**config.mk**
```make
export PLATFORM = sky130hd
export DESIGN_NAME = lpm_sequencer
export DESIGN_NICKNAME = d
export VERILOG_FILES = /design/src/rtl/lpm_pkg.sv /design/src/rtl/lpm_arm_gate.sv /design/src/rtl/lpm_wake_sel.sv /design/src/rtl/lpm_fsm.sv /design/src/rtl/lpm_sequencer.sv
export SDC_FILE = /design/constraint.sdc
export NUM_CORES = 1
export LEC_CHECK = 0
export BUFFER_PORTS_ARGS = -buffer_cell sky130_fd_sc_hd__buf_2
export CAP_MARGIN = 20
export CELL_PAD_IN_SITES_DETAIL_PLACEMENT = 1
export CELL_PAD_IN_SITES_GLOBAL_PLACEMENT = 1
export CORE_MARGIN = 10
export CORE_UTILIZATION = 40
export CTS_CLUSTER_DIAMETER = 200
export DETAILED_ROUTE_END_ITERATION = 16
export PLACE_DENSITY_LB_ADDON = 0.1
export RECOVER_POWER = 50
export SETUP_SLACK_MARGIN = 0.5
export SLEW_MARGIN = 20
export SYNTH_ARGS = -nofsm -noshare
export SYNTH_HDL_FRONTEND = slang
export SYNTH_HIERARCHICAL = 1
export SYNTH_SLANG_ARGS = --single-unit
```
**constraint.sdc**
```tcl
create_clock -name clk -period 3.4 [get_ports clk]
set_clock_uncertainty 0.05 [all_clocks]
set_input_delay 0.34 -clock clk [delete_from_list [all_inputs] [get_ports clk]]
set_output_delay 0.34 -clock clk [all_outputs]
set_load 0.01 [all_outputs]
```
**src/rtl/lpm_pkg.sv**
```systemverilog
package lpm_pkg;

  typedef enum logic [2:0] {
    ST_FULL      = 3'd0,
    ST_WAIT_IDLE = 3'd1,
    ST_SR_ENTER  = 3'd2,
    ST_LOW       = 3'd3,
    ST_SR_EXIT   = 3'd4,
    ST_FAST_WAKE = 3'd5
  } lpm_state_e;

  typedef enum logic [1:0] {
    LPM_NONE  = 2'b00,
    LPM_NAP   = 2'b01,
    LPM_SLEEP = 2'b10
  } lpm_mode_e;

  typedef struct packed {
    logic ext_irq;
    logic smi;
    logic dec;
    logic rst_evt;
    logic mcp;
  } wake_evt_t;

  // Sleep outranks nap when both rise together.
  function automatic lpm_mode_e pick_mode(input logic nap_rise, input logic sleep_rise);
    if (sleep_rise)    return LPM_SLEEP;
    else if (nap_rise) return LPM_NAP;
    else               return LPM_NONE;
  endfunction

  // Core wake qualification: the decrementer counts only in nap.
  function automatic logic core_wake(input lpm_mode_e m, input wake_evt_t e);
    return e.ext_irq | e.smi | e.rst_evt | e.mcp | (e.dec & (m == LPM_NAP));
  endfunction

endpackage

```
**src/rtl/lpm_arm_gate.sv**
```systemverilog
module lpm_arm_gate
  import lpm_pkg::*;
(
  input  logic      clk,
  input  logic      rst_n,
  input  logic      pwr_en_i,
  input  logic      core_off_i,
  input  logic      nap_bit_i,
  input  logic      sleep_bit_i,
  input  logic      accept_i,
  output logic      req_valid_o,
  output lpm_mode_e req_mode_o,
  output logic      seq_err_o
);

  logic pwr_en_q, core_off_q, nap_q, sleep_q, armed_q, seq_err_q;
  logic nap_rise, sleep_rise, any_rise, arm_evt, arm_ok, bad_req_evt;

  assign nap_rise   = nap_bit_i & ~nap_q;
  assign sleep_rise = sleep_bit_i & ~sleep_q;
  assign any_rise   = nap_rise | sleep_rise;
  // core-off must rise while power-enable was already set a cycle earlier
  assign arm_evt    = core_off_i & ~core_off_q & pwr_en_q & pwr_en_i;
  assign arm_ok     = armed_q & pwr_en_i & core_off_i;
  assign bad_req_evt = any_rise & accept_i & ~arm_ok;

  assign req_valid_o = any_rise & accept_i & arm_ok;
  assign req_mode_o  = pick_mode(nap_rise, sleep_rise);
  assign seq_err_o   = seq_err_q;

  always_ff @(posedge clk or negedge rst_n) begin
    if (!rst_n) begin
      pwr_en_q   <= 1'b0;
      core_off_q <= 1'b0;
      nap_q      <= 1'b0;
      sleep_q    <= 1'b0;
      armed_q    <= 1'b0;
      seq_err_q  <= 1'b0;
    end else begin
      pwr_en_q   <= pwr_en_i;
      core_off_q <= core_off_i;
      nap_q      <= nap_bit_i;
      sleep_q    <= sleep_bit_i;
      if (!pwr_en_i || !core_off_i) armed_q <= 1'b0;
      else if (arm_evt)             armed_q <= 1'b1;
      if (bad_req_evt)              seq_err_q <= 1'b1;
    end
  end

  // the error flag never clears outside reset
  a_r1_err_sticky: assert property (@(posedge clk) disable iff (!rst_n)
    seq_err_o |=> seq_err_o);

  // an accepted request implies both arming bits were high one cycle before
  a_r1_valid_after_arm: assert property (@(posedge clk) disable iff (!rst_n)
    req_valid_o |-> ($past(pwr_en_i) && $past(core_off_i)));

endmodule

```
**src/rtl/lpm_wake_sel.sv**
```systemverilog
module lpm_wake_sel
  import lpm_pkg::*;
(
  input  lpm_mode_e mode_i,
  input  wake_evt_t evt_i,
  input  logic      alt_act_i,
  input  logic      bus_wake_en_i,
  output logic      core_hit_o,
  output logic      bus_hit_o
);

  assign core_hit_o = core_wake(mode_i, evt_i);
  assign bus_hit_o  = alt_act_i & bus_wake_en_i;

endmodule

```
**src/rtl/lpm_fsm.sv**
```systemverilog
module lpm_fsm
  import lpm_pkg::*;
#(
  parameter int WAKE_LAT = 4
) (
  input  logic       clk,
  input  logic       rst_n,
  input  logic       req_valid_i,
  input  lpm_mode_e  req_mode_i,
  input  logic       snoop_idle_i,
  input  logic       dram_off_i,
  input  logic       sr_ack_i,
  input  logic       core_hit_i,
  input  logic       bus_hit_i,
  output lpm_state_e state_o,
  output lpm_mode_e  mode_o,
  output logic       accept_o,
  output logic       core_gate_o,
  output logic       snoop_dis_o,
  output logic       sr_req_o,
  output logic       alt_block_o,
  output logic       wake_irq_o
);

  localparam int CNT_W = (WAKE_LAT > 1) ? $clog2(WAKE_LAT) : 1;
  localparam logic [CNT_W-1:0] CNT_LOAD = CNT_W'(WAKE_LAT - 1);

  lpm_state_e       state_q;
  lpm_mode_e        mode_q;
  logic             sr_used_q, wake_irq_q;
  logic [CNT_W-1:0] cnt_q;

  // named internal events
  logic abort_evt, enter_evt, wake_evt, done_evt;
  assign abort_evt = (state_q == ST_WAIT_IDLE) & core_hit_i;
  assign enter_evt = (state_q == ST_WAIT_IDLE) & ~core_hit_i & snoop_idle_i;
  assign wake_evt  = (state_q == ST_LOW) & (core_hit_i | bus_hit_i);
  assign done_evt  = ((state_q == ST_FAST_WAKE) & (cnt_q == '0)) |
                     ((state_q == ST_SR_EXIT) & ~sr_ack_i);

  always_ff @(posedge clk or negedge rst_n) begin
    if (!rst_n) begin
      state_q    <= ST_FULL;
      mode_q     <= LPM_NONE;
      sr_used_q  <= 1'b0;
      cnt_q      <= '0;
      wake_irq_q <= 1'b0;
    end else begin
      wake_irq_q <= (state_q == ST_LOW) & bus_hit_i;
      case (state_q)
        ST_FULL: if (req_valid_i) begin
          state_q <= ST_WAIT_IDLE;
          mode_q  <= req_mode_i;
        end
        ST_WAIT_IDLE: begin
          if (abort_evt) begin
            state_q <= ST_FULL;
            mode_q  <= LPM_NONE;
          end else if (enter_evt) begin
            sr_used_q <= dram_off_i;
            state_q   <= dram_off_i ? ST_SR_ENTER : ST_LOW;
          end
        end
        ST_SR_ENTER: if (sr_ack_i) state_q <= ST_LOW;
        ST_LOW: if (wake_evt) begin
          state_q <= sr_used_q ? ST_SR_EXIT : ST_FAST_WAKE;
          cnt_q   <= CNT_LOAD;
        end
        ST_SR_EXIT: if (done_evt) begin
          state_q   <= ST_FULL;
          mode_q    <= LPM_NONE;
          sr_used_q <= 1'b0;
        end
        ST_FAST_WAKE: begin
          if (done_evt) begin
            state_q <= ST_FULL;
            mode_q  <= LPM_NONE;
          end else begin
            cnt_q <= cnt_q - 1'b1;
          end
        end
        default: begin
          state_q <= ST_FULL;
          mode_q  <= LPM_NONE;
        end
      endcase
    end
  end

  assign state_o     = state_q;
  assign mode_o      = mode_q;
  assign accept_o    = (state_q == ST_FULL);
  assign core_gate_o = (state_q == ST_SR_ENTER) | (state_q == ST_LOW) | (state_q == ST_SR_EXIT);
  assign snoop_dis_o = core_gate_o | (state_q == ST_FAST_WAKE);
  assign sr_req_o    = (state_q == ST_SR_ENTER) | ((state_q == ST_LOW) & sr_used_q);
  assign alt_block_o = sr_req_o | (state_q == ST_SR_EXIT);
  assign wake_irq_o  = wake_irq_q;

  // snooping stops only after the snoop bus was seen idle
  a_r3_enter_after_idle: assert property (@(posedge clk) disable iff (!rst_n)
    $rose(snoop_dis_o) |-> $past(snoop_idle_i));

  // a wake during the idle wait returns straight to full power
  a_r4_abort: assert property (@(posedge clk) disable iff (!rst_n)
    abort_evt |=> (state_q == ST_FULL) && !snoop_dis_o);

  // self-refresh entry holds until the acknowledge arrives
  a_r5_sr_hold: assert property (@(posedge clk) disable iff (!rst_n)
    ((state_q == ST_SR_ENTER) && !sr_ack_i) |=> sr_req_o && (state_q == ST_SR_ENTER));

  // entry without self-refresh leaves alternate masters unblocked
  a_r6_no_block: assert property (@(posedge clk) disable iff (!rst_n)
    ($rose(core_gate_o) && !sr_req_o) |-> !alt_block_o);

  // the fast wake keeps snoop disabled while the counter runs
  a_r9_fast_run: assert property (@(posedge clk) disable iff (!rst_n)
    ((state_q == ST_FAST_WAKE) && (cnt_q != '0)) |=> snoop_dis_o);

  // the block on alternate masters outlasts the self-refresh request
  a_r10_block_hold: assert property (@(posedge clk) disable iff (!rst_n)
    $fell(sr_req_o) |-> alt_block_o);

  // the wake interrupt is a single-cycle pulse
  a_r11_irq_pulse: assert property (@(posedge clk) disable iff (!rst_n)
    wake_irq_o |=> !wake_irq_o);

endmodule

```
**src/rtl/lpm_sequencer.sv**
```systemverilog
module lpm_sequencer
  import lpm_pkg::*;
#(
  parameter int WAKE_LAT = 4
) (
  input  logic       clk,
  input  logic       rst_n,
  input  logic       pwr_en_i,
  input  logic       core_off_i,
  input  logic       nap_bit_i,
  input  logic       sleep_bit_i,
  input  logic       dram_off_i,
  input  logic       bus_wake_en_i,
  input  logic       snoop_idle_i,
  input  logic       ext_irq_i,
  input  logic       smi_i,
  input  logic       dec_irq_i,
  input  logic       rst_evt_i,
  input  logic       mcp_i,
  input  logic       alt_act_i,
  input  logic       sr_ack_i,
  output logic       core_gate_o,
  output logic       snoop_dis_o,
  output logic       sr_req_o,
  output logic       alt_block_o,
  output logic       wake_irq_o,
  output logic [1:0] lp_mode_o,
  output logic       seq_err_o
);

  lpm_state_e state_w;
  lpm_mode_e  mode_w, req_mode_w;
  logic       req_valid_w, accept_w, core_hit_w, bus_hit_w;
  wake_evt_t  evt_w;

  assign evt_w = '{ext_irq: ext_irq_i, smi: smi_i, dec: dec_irq_i,
                   rst_evt: rst_evt_i, mcp: mcp_i};

  lpm_arm_gate u_arm (
    .clk        (clk),
    .rst_n      (rst_n),
    .pwr_en_i   (pwr_en_i),
    .core_off_i (core_off_i),
    .nap_bit_i  (nap_bit_i),
    .sleep_bit_i(sleep_bit_i),
    .accept_i   (accept_w),
    .req_valid_o(req_valid_w),
    .req_mode_o (req_mode_w),
    .seq_err_o  (seq_err_o)
  );

  lpm_wake_sel u_wake (
    .mode_i       (mode_w),
    .evt_i        (evt_w),
    .alt_act_i    (alt_act_i),
    .bus_wake_en_i(bus_wake_en_i),
    .core_hit_o   (core_hit_w),
    .bus_hit_o    (bus_hit_w)
  );

  lpm_fsm #(.WAKE_LAT(WAKE_LAT)) u_fsm (
    .clk         (clk),
    .rst_n       (rst_n),
    .req_valid_i (req_valid_w),
    .req_mode_i  (req_mode_w),
    .snoop_idle_i(snoop_idle_i),
    .dram_off_i  (dram_off_i),
    .sr_ack_i    (sr_ack_i),
    .core_hit_i  (core_hit_w),
    .bus_hit_i   (bus_hit_w),
    .state_o     (state_w),
    .mode_o      (mode_w),
    .accept_o    (accept_w),
    .core_gate_o (core_gate_o),
    .snoop_dis_o (snoop_dis_o),
    .sr_req_o    (sr_req_o),
    .alt_block_o (alt_block_o),
    .wake_irq_o  (wake_irq_o)
  );

  assign lp_mode_o = mode_w;

  // a lone decrementer interrupt keeps a sleeping core asleep
  a_r8_dec_ignored: assert property (@(posedge clk) disable iff (!rst_n)
    ((state_w == ST_LOW) && (mode_w == LPM_SLEEP) && dec_irq_i && !ext_irq_i && !smi_i &&
     !rst_evt_i && !mcp_i && !(alt_act_i && bus_wake_en_i)) |=> (state_w == ST_LOW));

  // any nap wake source leaves the low-power state
  a_r7_nap_wake: assert property (@(posedge clk) disable iff (!rst_n)
    ((state_w == ST_LOW) && (mode_w == LPM_NAP) &&
     (ext_irq_i || smi_i || dec_irq_i || rst_evt_i || mcp_i)) |=> (state_w != ST_LOW));

  // the reported mode is always one of the three legal codes
  a_r2_mode_code: assert property (@(posedge clk) disable iff (!rst_n)
    $countones(lp_mode_o) <= 1);

endmodule

```
==> flow_metrics.tcl <==
set metrics [dict create \
    max_freq_mhz 459 \
    final_common_cell "buf_2" \
    hold_viol 0 \
    syn_area_sq_um 882 \
    core-area_sq_um 2020 \
    grt_pass1_wl_mm 3.76 \
    area_growth_syn_to_layout_pct 15.9 \
    status "complete, no violations" \
    worst_path_max_delay_cell "dfrtp_1" \
    layout_min_cycle_time_ns 2.18 \
    synth.top_cell.area_share_pct 42.6 \
    drt-total-wl_mm 2.23 \
    avgViaCountPerCell 5.45 \
    rsz0062_at_grt "false" \
    grt_usage_pct 10.7 \
    ys_ff_latch 15 \
    cts-root-buf "clkbuf_4" \
    io_pins 24 \
    cts_setup_buffers 0 \
    cts_tree "yes" \
    drt_iter0_drc 19 \
    placedCellCount 141 \
    final-instance-count-excl-fill 146 \
    syn_avg_cell_area_sq_um 9.09 \
    max_stage_delay_ns 0.61 \
    clock_path_buffers 2 \
    synth_seq_area_share_pct 42.6 \
    crit_chain "nor3_1 -> inv_1 -> a211oi_1 -> a21oi_1 -> o31ai_2 -> mux2i_1" \
    synth.area.top_cells "dfrtp_1 43%, nand2_1 4.3%, nand2b_1 4.3%" \
    netlist_instances 97 \
    vias 795 \
    slew_viol_final 0 \
    end_kind "flip-flop" \
    die_w_microns 67.0 \
    dieArea_sq_um 4480 \
    hp-class "in2reg" \
    drcViolationCount 0 \
    worst_ep_arrival_time_ns 2.34 \
    synth_warnings 6 \
    peakVddDrop_mv 0.304 \
    clock_latency_ns 0.29 \
    grt_max_degree 19 \
    syn_nets 114 \
    die_h_microns 67.0 \
    synth_cell_types 34 \
    fin_crit_sh_pct 64.1 \
    numCtsBuffers 3 \
    ant_nets 0 \
    worst_slew_pin_slew_ns 0.816 \
    r2r_cells 6 \
    rows 16 \
    p_leak_nw 0.485 \
    dr.pass1.iters 4 \
    antenna_cells 0 \
    critPathMaxFanout 18 \
    setup_tns_ns 0 \
    avgRoutedWirePerCell_microns 15.2 \
    start_kind "flip-flop" \
    setup_viol 0 \
    drive_gt1_share_pct 21.8 \
    hold_depth 1 \
    worstSetupPathType "reg2reg" \
    cts.repair.resized 0 \
    layout_common_cells "19 x buf_2, 15 x dfrtp_1, 10 x nand2_1, 9 x inv_1, 7 x a21oi_1" \
    drv_cap 0 \
    power.total_mw 0.480 \
    portBuffers 23 \
    synth_top_area_cell "dfrtp_1" \
    crit_required_ns 3.56 \
    antenna_found_initial 0 \
    cts_sinks 15 \
    p_per_area_nw_per_um2 470 \
    grt_pass1_vias 855 \
    htreeDepth 1 \
    place_congestion 0.778 \
    grt_overflow 0 \
    nets 137 \
    initial_core_util_pct 43.6 \
    dp_hpwl_mm 1.68 \
    clkTransAtPathRegs_ns 0.10 \
    max_slew_margin_pct 45.6 \
]
-- sequential cells by signal (all words and copies together), names as in the netlist --
register          cells
u_arm/pwr_en_q        1
u_fsm/wake_irq_o      1
u_fsm/state_o         3
u_arm/core_off_q      1
u_arm/seq_err_o       1
u_fsm/sr_used_q       1
u_fsm/cnt_q           2
u_arm/nap_q           1
u_fsm/mode_o          2
u_arm/armed_q         1
u_arm/sleep_q         1
-- critical path: cells and delay by family (launching register included) --
kind / cells / cell delay, ns
AO/OA/AOI/OAI: 3 / 0.68
flip-flops: 1 / 0.61
AND/OR/NAND/NOR: 1 / 0.46
multiplexers: 1 / 0.21
buffers and inverters: 1 / 0.08
-- what timing repair did --
item                                    CTS  global route
hold endpoints to repair                 15             0
hold buffers                              1             0
endpoints found under the setup margin    0             0
-- synth_stat cells --
master	instances
a21oi_1	7
nor4_1	1
or3_1	1
o211a_1	1
xor2_1	1
nor3_1	3
o31ai_2	1
buf_2	2
nand4bb_4	1
o221ai_1	2
nor2_1	6
o22ai_1	1
and4b_1	1
nor2b_1	3
buf_4	2
ha_1	1
clkbuf_1	1
dfrtp_1	15
nand3_1	2
a22o_1	1
o31ai_1	2
o311ai_0	1
a211oi_1	1
a31oi_1	1
mux2i_1	3
o21ai_1	1
o21ai_0	6
buf_6	1
or2_2	1
and2_1	1
inv_1	9
nand2_1	10
a311oi_2	1
nand2b_1	6
-- power by group --
part	internal [mW]	leakage, nW	total (mW)	switching, mW
Clock	0.0456	0.0150	0.103	0.0578
Combinational	0.0645	0.283	0.143	0.0786
Sequential	0.200	0.187	0.234	0.0340
-- logic make-up after synthesis --
| logic type | Yosys count | synth area share [%] |
|---|---|---|
| muxes | 3 | 3.40 |
| buffers and inverters | 15 | 8.37 |
| xor gates and xnor gates | 1 | 0.993 |
| DFF | 15 | 42.6 |
| and+or+nand+nor | 36 | 23.1 |
| adders and majority gates | 1 | 1.42 |
| AOI/OAI and AO/OA | 26 | 20.1 |
-- per-stage QoR --
stage / worst slack [ns] / area, sq um / util, % / hold slack [ns]
2_1_floorplan: 1.47 / 882 / - / -0.00559
3_3_place_gp: 1.36 / 991 / 49.0 / 0.215
3_5_place_dp: 1.22 / 991 / 49.0 / 0.213
4_1_cts: 1.20 / 1030 / 50.8 / 0.112
5_1_grt: 1.02 / 1020 / 50.6 / 0.0988
6_report: 1.22 / 1020 / 50.6 / 0.118
-- area by class of cell --
cell class	instances	area, sq um
Tap cell	27	33.8
Inverter	9	33.8
Timing Repair Buffer	24	120
Clock buffer	4	26.3
Multi-Input combinational cell	67	433
Fill cell	251	1000
Sequential cell	15	375
-- routing by layer --
| metal | track usage (%) | routed length, microns |
|---|---|---|
| met5 | 0 | 0 |
| met4 | 3.08 | 16 |
| met3 | 5.02 | 189 |
| met2 | 18.7 | 1080 |
| met1 | 11.1 | 943 |
-- path summary, 6_finish.rpt --
kind	start	end	slack, ns
worst min-delay path	sleep_bit_i	u_arm/sleep_q	0.12
min in group asynchronous	rst_n	u_fsm/wake_irq_o	0.60
worst min register to register	u_fsm/mode_o[1]	u_fsm/mode_o[1]	0.50
worst max register to register	u_fsm/state_o[0]	u_fsm/mode_o[1]	1.22
worst max-delay path	u_fsm/state_o[0]	u_fsm/mode_o[1]	1.22
max in group asynchronous	rst_n	u_arm/seq_err_o	2.18
No activity file was read; power rests on OpenSTA's default activity.
